## config.mk

```make
export PLATFORM = sky130hd
export DESIGN_NAME = sdac_cmd_rx
export DESIGN_NICKNAME = d
export VERILOG_FILES = /design/src/rtl/sdac_pkg.sv /design/src/rtl/sdac_sync.sv /design/src/rtl/sdac_frame.sv /design/src/rtl/sdac_latch.sv /design/src/rtl/sdac_cmd_rx.sv
export SDC_FILE = /design/constraint.sdc
export NUM_CORES = 1
export LEC_CHECK = 0
export CORE_ASPECT_RATIO = 1.25
export CORE_MARGIN = 10
export CORE_UTILIZATION = 50
export DETAILED_ROUTE_END_ITERATION = 10
export DONT_BUFFER_PORTS = 1
export GPL_TIMING_DRIVEN = 0
export PLACE_DENSITY = 0.64
export SYNTH_ARGS = -nofsm -noshare
export SYNTH_HDL_FRONTEND = slang
export SYNTH_SLANG_ARGS = --single-unit
export TNS_END_PERCENT = 5
```

## constraint.sdc

```tcl
create_clock -name clk -period 5.2 [get_ports clk]
set_input_delay 0.26 -clock clk [delete_from_list [all_inputs] [get_ports clk]]
set_output_delay 0.26 -clock clk [all_outputs]
set_load 0.01 [all_outputs]
```

## src/rtl/sdac_pkg.sv

```systemverilog
package sdac_pkg;
  localparam int WORD_W     = 16;
  localparam int SEL_HI_BIT = 15;
  localparam int SPD_BIT    = 14;
  localparam int PWR_BIT    = 13;
  localparam int SEL_LO_BIT = 12;
  localparam int PAY_MSB    = 11;
  localparam int REF_W      = 2;

  typedef enum logic [1:0] {
    SEL_DAC  = 2'b00,
    SEL_RSV1 = 2'b01,
    SEL_RSV2 = 2'b10,
    SEL_CTL  = 2'b11
  } sel_e;
endpackage

```

## src/rtl/sdac_sync.sv

```systemverilog
module sdac_sync #(
  parameter int           W      = 4,
  parameter int           STAGES = 2,
  parameter logic [W-1:0] RST_VAL = '0
) (
  input  logic         clk,
  input  logic         rst_n,
  input  logic [W-1:0] d_i,
  output logic [W-1:0] q_o
);
  logic [W-1:0] stg_q [STAGES];

  genvar g;
  generate
    for (g = 0; g < STAGES; g++) begin : g_stage
      always_ff @(posedge clk or negedge rst_n) begin
        if (!rst_n) stg_q[g] <= RST_VAL;
        else if (g == 0) stg_q[g] <= d_i;
        else stg_q[g] <= stg_q[(g > 0) ? g - 1 : 0];
      end
    end
  endgenerate

  assign q_o = stg_q[STAGES-1];
endmodule

```

## src/rtl/sdac_frame.sv

```systemverilog
module sdac_frame
  import sdac_pkg::*;
#(
  parameter int CNT_W = $clog2(WORD_W + 1)
) (
  input  logic              clk,
  input  logic              rst_n,
  input  logic              csn_s,
  input  logic              fs_s,
  input  logic              sclk_s,
  input  logic              din_s,
  output logic              commit_o,
  output logic [WORD_W-1:0] word_o
);
  logic              sclk_d, fs_d;
  logic              active_q, active_n;
  logic              full_q, full_n;
  logic [CNT_W-1:0]  cnt_q, cnt_n;
  logic [WORD_W-1:0] shreg_q, shreg_n;
  logic              commit_q, commit_n;
  logic [WORD_W-1:0] cword_q, cword_n;
  logic              sclk_fall, sclk_rise, fs_fall, fs_rise;

  assign sclk_fall = sclk_d & ~sclk_s;
  assign sclk_rise = ~sclk_d & sclk_s;
  assign fs_fall   = fs_d & ~fs_s;
  assign fs_rise   = ~fs_d & fs_s;

  always_comb begin
    active_n = active_q;
    full_n   = full_q;
    cnt_n    = cnt_q;
    shreg_n  = shreg_q;
    commit_n = 1'b0;
    cword_n  = cword_q;
    if (csn_s) begin
      active_n = 1'b0;
      full_n   = 1'b0;
    end else if (fs_fall) begin
      active_n = 1'b1;
      full_n   = 1'b0;
      cnt_n    = '0;
      shreg_n  = '0;
    end else if (active_q) begin
      if (fs_rise || (full_q && sclk_rise)) begin
        active_n = 1'b0;
        full_n   = 1'b0;
        if (cnt_q != '0) begin
          commit_n = 1'b1;
          cword_n  = shreg_q;
        end
      end else if (!full_q && sclk_fall) begin
        for (int i = 0; i < WORD_W; i++)
          if (cnt_q == CNT_W'(WORD_W - 1 - i)) shreg_n[i] = din_s;
        cnt_n = cnt_q + 1'b1;
        if (cnt_q == CNT_W'(WORD_W - 1)) full_n = 1'b1;
      end
    end
  end

  always_ff @(posedge clk or negedge rst_n) begin
    if (!rst_n) begin
      sclk_d   <= 1'b1;
      fs_d     <= 1'b1;
      active_q <= 1'b0;
      full_q   <= 1'b0;
      cnt_q    <= '0;
      shreg_q  <= '0;
      commit_q <= 1'b0;
      cword_q  <= '0;
    end else begin
      sclk_d   <= sclk_s;
      fs_d     <= fs_s;
      active_q <= active_n;
      full_q   <= full_n;
      cnt_q    <= cnt_n;
      shreg_q  <= shreg_n;
      commit_q <= commit_n;
      cword_q  <= cword_n;
    end
  end

  assign commit_o = commit_q;
  assign word_o   = cword_q;
endmodule

```

## src/rtl/sdac_latch.sv

```systemverilog
module sdac_latch
  import sdac_pkg::*;
#(
  parameter int DATA_W = 8
) (
  input  logic              clk,
  input  logic              rst_n,
  input  logic              commit_i,
  input  logic [WORD_W-1:0] word_i,
  output logic [DATA_W-1:0] dac_o,
  output logic [REF_W-1:0]  ref_o,
  output logic              fast_o,
  output logic              pwrdn_o,
  output logic              upd_o
);
  logic [DATA_W-1:0] dac_q, dac_n;
  logic [REF_W-1:0]  ref_q, ref_n;
  logic              fast_q, fast_n, pd_q, pd_n, upd_q, upd_n;
  sel_e              sel;

  assign sel = sel_e'({word_i[SEL_HI_BIT], word_i[SEL_LO_BIT]});

  always_comb begin
    dac_n  = dac_q;
    ref_n  = ref_q;
    fast_n = fast_q;
    pd_n   = pd_q;
    upd_n  = commit_i;
    if (commit_i) begin
      fast_n = word_i[SPD_BIT];
      pd_n   = word_i[PWR_BIT];
      case (sel)
        SEL_DAC: dac_n = word_i[PAY_MSB -: DATA_W];
        SEL_CTL: ref_n = word_i[REF_W-1:0];
        default: ;
      endcase
    end
  end

  always_ff @(posedge clk or negedge rst_n) begin
    if (!rst_n) begin
      dac_q  <= '0;
      ref_q  <= '0;
      fast_q <= 1'b0;
      pd_q   <= 1'b0;
      upd_q  <= 1'b0;
    end else begin
      dac_q  <= dac_n;
      ref_q  <= ref_n;
      fast_q <= fast_n;
      pd_q   <= pd_n;
      upd_q  <= upd_n;
    end
  end

  assign dac_o   = dac_q;
  assign ref_o   = ref_q;
  assign fast_o  = fast_q;
  assign pwrdn_o = pd_q;
  assign upd_o   = upd_q;
endmodule

```

## src/rtl/sdac_cmd_rx.sv

```systemverilog
module sdac_cmd_rx
  import sdac_pkg::*;
#(
  parameter int DATA_W      = 8,
  parameter int SYNC_STAGES = 2
) (
  input  logic              clk,
  input  logic              rst_n,
  input  logic              csn_i,
  input  logic              fs_i,
  input  logic              sclk_i,
  input  logic              din_i,
  output logic [DATA_W-1:0] dac_code_o,
  output logic [REF_W-1:0]  ref_sel_o,
  output logic              fast_o,
  output logic              pwrdn_o,
  output logic              upd_o
);
  localparam int NPIN = 4;

  logic [1:0]        rst_sync_q;
  logic              rst_n_int;
  logic [NPIN-1:0]   pins_s;
  logic              commit;
  logic [WORD_W-1:0] word;

  always_ff @(posedge clk or negedge rst_n) begin
    if (!rst_n) rst_sync_q <= '0;
    else rst_sync_q <= {rst_sync_q[0], 1'b1};
  end
  assign rst_n_int = rst_sync_q[1];

  sdac_sync #(.W(NPIN), .STAGES(SYNC_STAGES), .RST_VAL(4'b1110)) u_sync (
    .clk   (clk),
    .rst_n (rst_n_int),
    .d_i   ({csn_i, fs_i, sclk_i, din_i}),
    .q_o   (pins_s)
  );

  sdac_frame u_frame (
    .clk      (clk),
    .rst_n    (rst_n_int),
    .csn_s    (pins_s[3]),
    .fs_s     (pins_s[2]),
    .sclk_s   (pins_s[1]),
    .din_s    (pins_s[0]),
    .commit_o (commit),
    .word_o   (word)
  );

  sdac_latch #(.DATA_W(DATA_W)) u_latch (
    .clk      (clk),
    .rst_n    (rst_n_int),
    .commit_i (commit),
    .word_i   (word),
    .dac_o    (dac_code_o),
    .ref_o    (ref_sel_o),
    .fast_o   (fast_o),
    .pwrdn_o  (pwrdn_o),
    .upd_o    (upd_o)
  );
endmodule

```

# Word level (Yosys, flattened, before mapping)
# Cells that the tools add are included.
[word_totals] mem_bits_rw=0 register_bits=65 memories=0 rom_bits=0 word_cells=147 latchBits=0 in_bits=6
[classes] eq_ne=17 mul=0 shift=0 n_bitwise=10 div_mod_pow=0 n_addsub=1 n_reduce_logical=49 muxes=39 n_lt_le_gt_ge=0
[ops] operator="$reduce_and A5 Y1" count=17
[ops] operator="$mux W16" count=4
[ops] operator="$eq A5 B4 Y1 const B" count=8
[ops] operator="$reduce_bool A2 Y1" count=18
[ops] operator="$mux W1" count=31
[ops] operator="$eq A5 B3 Y1 const B" count=4
[ops] operator="$mux W5" count=4
[ops] operator="$eq A5 B2 Y1 const B" count=2
[ops] operator="$reduce_bool A4 Y1" count=2
[ops] operator="$not A1 Y1" count=6
[ops] operator="$add A5 B1 Y5 const B" count=1
[ops] operator="$eq A5 B1 Y1 const B" count=1
[ops] operator="$logic_not A5 Y1" count=1
[ops] operator="$reduce_bool A5 Y1" count=1
[ops] operator="$and A1 B1 Y1" count=4
[ops] operator="$reduce_and A2 Y1" count=2
[ops] operator="$reduce_and A4 Y1" count=1
[ops] operator="$reduce_and A3 Y1" count=1
[ops] operator="$reduce_bool A3 Y1" count=1
[ops] operator="$eq A2 B2 Y1 const B" count=1
[ops] operator="$logic_and A1 B1 Y1" count=2
[ops] operator="$logic_not A2 Y1" count=1
[ops] operator="$ne A2 B1 Y1 const B" count=1
[ops] operator="$logic_not A1 Y1" count=1
[ops] operator="$logic_or A1 B1 Y1" count=1

# Longest topological paths before layout
[depth] word_depth=8 ltp_mapped=8

# Modules after synthesis
# Synthesis repeated with hierarchy kept, for this count alone.
[hier_totals] hier_cells=215 hier_area_um2=2872.8
[by_module_without_submodules] mod="sdac_frame" instances=1 seq_area_each_um2=1053.5 cells_per_inst=173 area_per_inst_um2=2097.0
[by_module_without_submodules] mod="sdac_latch" instances=1 seq_area_each_um2=325.3 cells_per_inst=27 area_per_inst_um2=484.2
[by_module_without_submodules] mod="sdac_sync" instances=1 seq_area_each_um2=207.7 cells_per_inst=12 area_per_inst_um2=237.7
[by_module_without_submodules] mod="sdac_cmd_rx" instances=1 seq_area_each_um2=50.0 cells_per_inst=3 area_per_inst_um2=53.8

# Worst setup path after synthesis
# OpenSTA, ideal clock, no wires.
[synth_timing] kind="reg-to-reg" from="register u_frame.cnt_q[0]" to="register u_frame.cword_q[10], in the netlist u_frame.word_o[10]" setup_ns=0.125 n_path_buf=2 required_time_ns=5.075 path_slack_ns=3.424 path_stages_with_launch=9 arrival_time_ns=1.651 path_cell_list="dfrtp_1 inv_1 ha_1 nor2b_1 nand2_1 and4b_1 buf_6 buf_6 mux2_4"
[synth_via] elab_chain_len=2
[synth_lines] item="from (decl)" line_no="sdac_frame.sv:18" source="logic [CNT_W-1:0] cnt_q, cnt_n;"
[synth_lines] item="from (signal assigned)" line_no="sdac_frame.sv:76" source="cnt_q <= cnt_n;"
[synth_lines] item="$reduce_bool A5 Y1" line_no="sdac_frame.sv:48" source="if (cnt_q != '0) begin"
[synth_lines] item="$reduce_and A5 Y1 (no line)"
[synth_lines] item="to (signal assigned)" line_no="sdac_frame.sv:79" source="cword_q <= cword_n;"
[synth_lines] item="to (decl)" line_no="sdac_frame.sv:21" source="logic [WORD_W-1:0] cword_q, cword_n;"
# Every way passes these cells.
# A chain may end at the register's enable or synchronous reset.

# Worst setup path in the final report
[layout_timing] from="register u_frame.cnt_q[0]" to="register u_frame.full_q"
[layout_via] elab_chain_len=3
[layout_lines] item="$eq A5 B4 Y1" line_no="sdac_frame.sv:56" source="if (cnt_q == CNT_W'(WORD_W - 1)) full_n = 1'b1;"
[layout_lines] item="$reduce_bool A4 Y1 (no line)"
[layout_lines] item="$reduce_and A3 Y1 (no line)"
[layout_lines] item="to (signal assigned)" line_no="sdac_frame.sv:75" source="full_q <= full_n;"
[layout_lines] item="to (decl)" line_no="sdac_frame.sv:17" source="logic full_q, full_n;"
# Every way passes these cells.

==> insert_results.sql <==
INSERT INTO impl_metrics (metric_group, metric, value, unit) VALUES
('pwr', 'cell_internal_pwr', '0.000762', 'W'),
('synthesis', 'synth-edff-count', '0', ''),
('synthesis', 'post_synth_main_area_contributors', 'dfrtp_1, dfstp_2, mux2_4, mux2_2, a31o_1', ''),
('pwr', 'power.share.sequential', '51.4', '%'),
('setup_path', 'crit_buf_inv', '1', ''),
('layout', 'layout.cells.most_common', 'dfrtp_1', ''),
('setup_path', 'cpLargestDelayFamily', 'compound AO/OA/AOI/OAI gates', ''),
('floorplan', 'floorplan.die_area', '8520', 'sq um'),
('setup_path', 'worst_ep_arrival_time', '2.20', 'ns'),
('flow_run', 'drv_cap', '0', ''),
('setup_path', 'setup.worst_path.end_class', 'flop', ''),
('clock_tree', 'htreeDepth', '3', ''),
('synthesis', 'postSynth.asyncResetShare', '100', '%'),
('synthesis', 'synthFlopType', 'dfrtp_1', ''),
('setup_path', 'regToRegStartpoint', 'u_frame.cnt_q[0]', ''),
('timing', 'min_period_over_period', '39.2', '%'),
('synthesis', 'yosys.cell_types.count', '41', ''),
('floorplan', 'core_region_area', '5080', 'sq um'),
('clock_tree', 'clock-sinks', '61', ''),
('layout', 'sequential_cell_area', '1540', 'sq um'),
('min_path', 'worst_hold_path_type', 'in -> async', ''),
('pwr', 'total_leakage_power', '1.34', 'nW'),
('setup_path', 'critical-path-max-stage-delay', '0.52', 'ns'),
('routing', 'drcViolationCount', '0', ''),
('clock_tree', 'ctsResizeCount', '0', ''),
('synthesis', 'syn-mean-instance-area', '13.1', 'sq um'),
('timing', 'worst_slew_margin_rel', '53.6', '%'),
('pwr', 'power.net_switching', '0.000204', 'W'),
('grt', 'antenna_found_initial', '0', ''),
('pwr', 'p_clk_share', '44.3', '%'),
('layout', 'most-common-layout-cells', 'dfrtp_1, nand2_1, mux2_2, clkbuf_8, a31oi_1', ''),
('pwr', 'maximum_ir_drop_on_the_vdd_rail', '0.244', 'mV'),
('setup_path', 'cp-startpoint', 'u_frame.cnt_q[0]', ''),
('place', 'dp_hpwl', '3380', 'um'),
('clock_tree', 'cts.clk_slew.worst_paths', '0.06', 'ns'),
('routing', 'finalWirelength', '4780', 'um'),
('routing', 'dr.pass1.iters', '6', ''),
('grt', 'maximum_number_of_pins_on_one_net_before_global_route_repair', '34', ''),
('grt', 'vias_in_the_first_global_route', '1628', ''),
('timing', 'fmaxAchievable', '0.491', 'GHz'),
('synthesis', 'yosys.area.top_type_share', '50.9', '%'),
('clock_tree', 'cts-buffers-inserted', '9', ''),
('setup_path', 'r2r_end', 'u_frame.full_q', ''),
('layout', 'area_grow_syn2layout', '13.6', '%'),
('setup_path', 'worst-r2r-setup-slack', '3.16', 'ns'),
('pwr', 'power.share.combinational', '4.3', '%'),
('place', 'weighted_congestion_reported_at_the_end_of_routability_driven_placement', '0.786', ''),
('timing', 'timing.clock.skew', '0.00877', 'ns'),
('layout', 'n_fill_cell', '419', ''),
('run_status', 'outcome', 'finished clean', ''),
('pwr', 'power_switching_share', '21.1', '%'),
('floorplan', 'rows', '29', ''),
('clock_tree', 'ctsRootBufferMaster', 'clkbuf_8', ''),
('routing', 'detail-route-antenna-nets', '0', ''),
('synthesis', 'number_of_flip_flops_and_latches_in_the_synthesized_netlist', '61', ''),
('timing', 'rsz_0062_raised_after_global_routing', 'false', ''),
('timing', 'max_transition_viols_final', '0', ''),
('setup_path', 'cpMaxStageDelayCell', 'a2111oi_0', ''),
('layout', 'num-nets-final', '227', ''),
('timing', 'setup_tns', '0', 'ns'),
('synthesis', 'synth.net_count', '210', ''),
('timing', 'finalSetupViolCount', '0', ''),
('setup_path', 'endpoint', 'u_frame.full_q', ''),
('synthesis', 'yosysTopAreaCell', 'dfrtp_1', ''),
('grt', 'global_route.overflow_total', '0', ''),
('synthesis', 'ys_seq_area_share', '58.9', '%'),
('clock_tree', 'cts_buffer_depth', '2', ''),
('routing', 'detail_route.wl_per_cell', '16.9', 'um'),
('floorplan', 'die-height', '101', 'um'),
('synthesis', 'ys_warn_count', '0', ''),
('place', 'port_buffers', '0', '');
## logic make-up after synthesis
group,after synthesis,share of synthesized area [%]
AND/OR/NAND/NOR,51,12.8
multiplexers,26,12.5
flip-flops,61,58.9
buffers and inverters,14,2.83
AO/OA/AOI/OAI,41,10.4
adder cells (fa/ha/maj),5,2.40
other,1,0.144
## worst min path at each step
| stage | from | endpoint | slack, ns | cells after the start |
|---|---|---|---|---|
| after detailed placement | rst_n | rst_sync_q[0] | -0.04 | 0 |
| after global placement | rst_n | rst_sync_q[1] | -0.04 | 0 |
| after CTS | rst_n | rst_sync_q[0] | 0.15 | 1 |
| after floorplan | rst_n | rst_sync_q[0] | -0.04 | 0 |
| after global routing | rst_n | rst_sync_q[0] | 0.14 | 1 |
| final | rst_n | rst_sync_q[0] | 0.16 | 1 |
## cell type report
| type | instances | share of cell area (%) |
|---|---|---|
| tap | 62 | 2.62 |
| buffer | 11 | 2.11 |
| multi-input combinational | 124 | 33.7 |
| sequential | 61 | 51.9 |
| clock inverter | 1 | 1.01 |
| inverter | 3 | 0.380 |
| timing repair buffer | 6 | 2.36 |
| clock buffer | 15 | 5.95 |
## flip-flops by register name, indices dropped and copies added (netlist names), 2 cells and up
name             flops
rst_sync_q           2
u_latch.ref_o        2
u_latch.dac_o        8
u_frame.cnt_q        5
u_frame.shreg_q     14
u_sync.stg_q         4
u_sync.q_o           4
u_frame.word_o      14
## through the flow
step	util [%]	cells	setup slack, ns	cell area (sq um)	hold slack (ns)
2_1_floorplan	-	199	3.39	2610	-0.0356
3_3_place_gp	52.9	261	2.89	2690	-0.0355
3_5_place_dp	53.3	262	3.21	2710	-0.0355
4_1_cts	58.3	283	3.16	2960	0.152
5_1_grt	58.3	283	3.06	2960	0.142
6_report	58.3	283	3.16	2960	0.164
## per-layer routing
metal | routed length, um | track usage, % | share of wire, %
met2 | 2390 | 19.4 | 50
met5 | 0 | 0 | 0
met4 | 109 | 5.71 | 2.3
met3 | 245 | 4.85 | 5.1
met1 | 2030 | 12.1 | 43
## power groups by stage
stage,logic (W),clock network [W],registers (W)
finish,0.0000413,0.000428,0.000497
global route,0.0000461,0.000465,0.000498
CTS,0.0000417,0.000438,0.000497
detailed placement,0.0000385,0,0.000505
global placement,0.0000306,0,0.000509
floorplan,0.0000248,0,0.000505
## cell usage after synthesis (2+ instances only)
| cell | instances |
|---|---|
| nand3b_1 | 4 |
| clkbuf_1 | 3 |
| ha_1 | 5 |
| nor3b_1 | 2 |
| nand3_1 | 5 |
| mux2_4 | 9 |
| nor3_1 | 2 |
| o211ai_1 | 5 |
| dfstp_2 | 8 |
| or3_1 | 2 |
| a31oi_1 | 10 |
| o21ai_1 | 6 |
| buf_6 | 2 |
| mux2_1 | 5 |
| nor2_1 | 2 |
| buf_2 | 5 |
| mux2_2 | 12 |
| nor2b_1 | 2 |
| a31o_1 | 9 |
| nand2_1 | 16 |
| nand4_1 | 3 |
| dfrtp_1 | 53 |
| inv_1 | 3 |
| a21oi_1 | 9 |
## repair_timing
action / in CTS / in global routing
hold buffers: 5 / 0
hold endpoints to repair: 6 / 0
setup buffers: 0 / 0
Note: power is estimated with default switching activity, not from simulation.
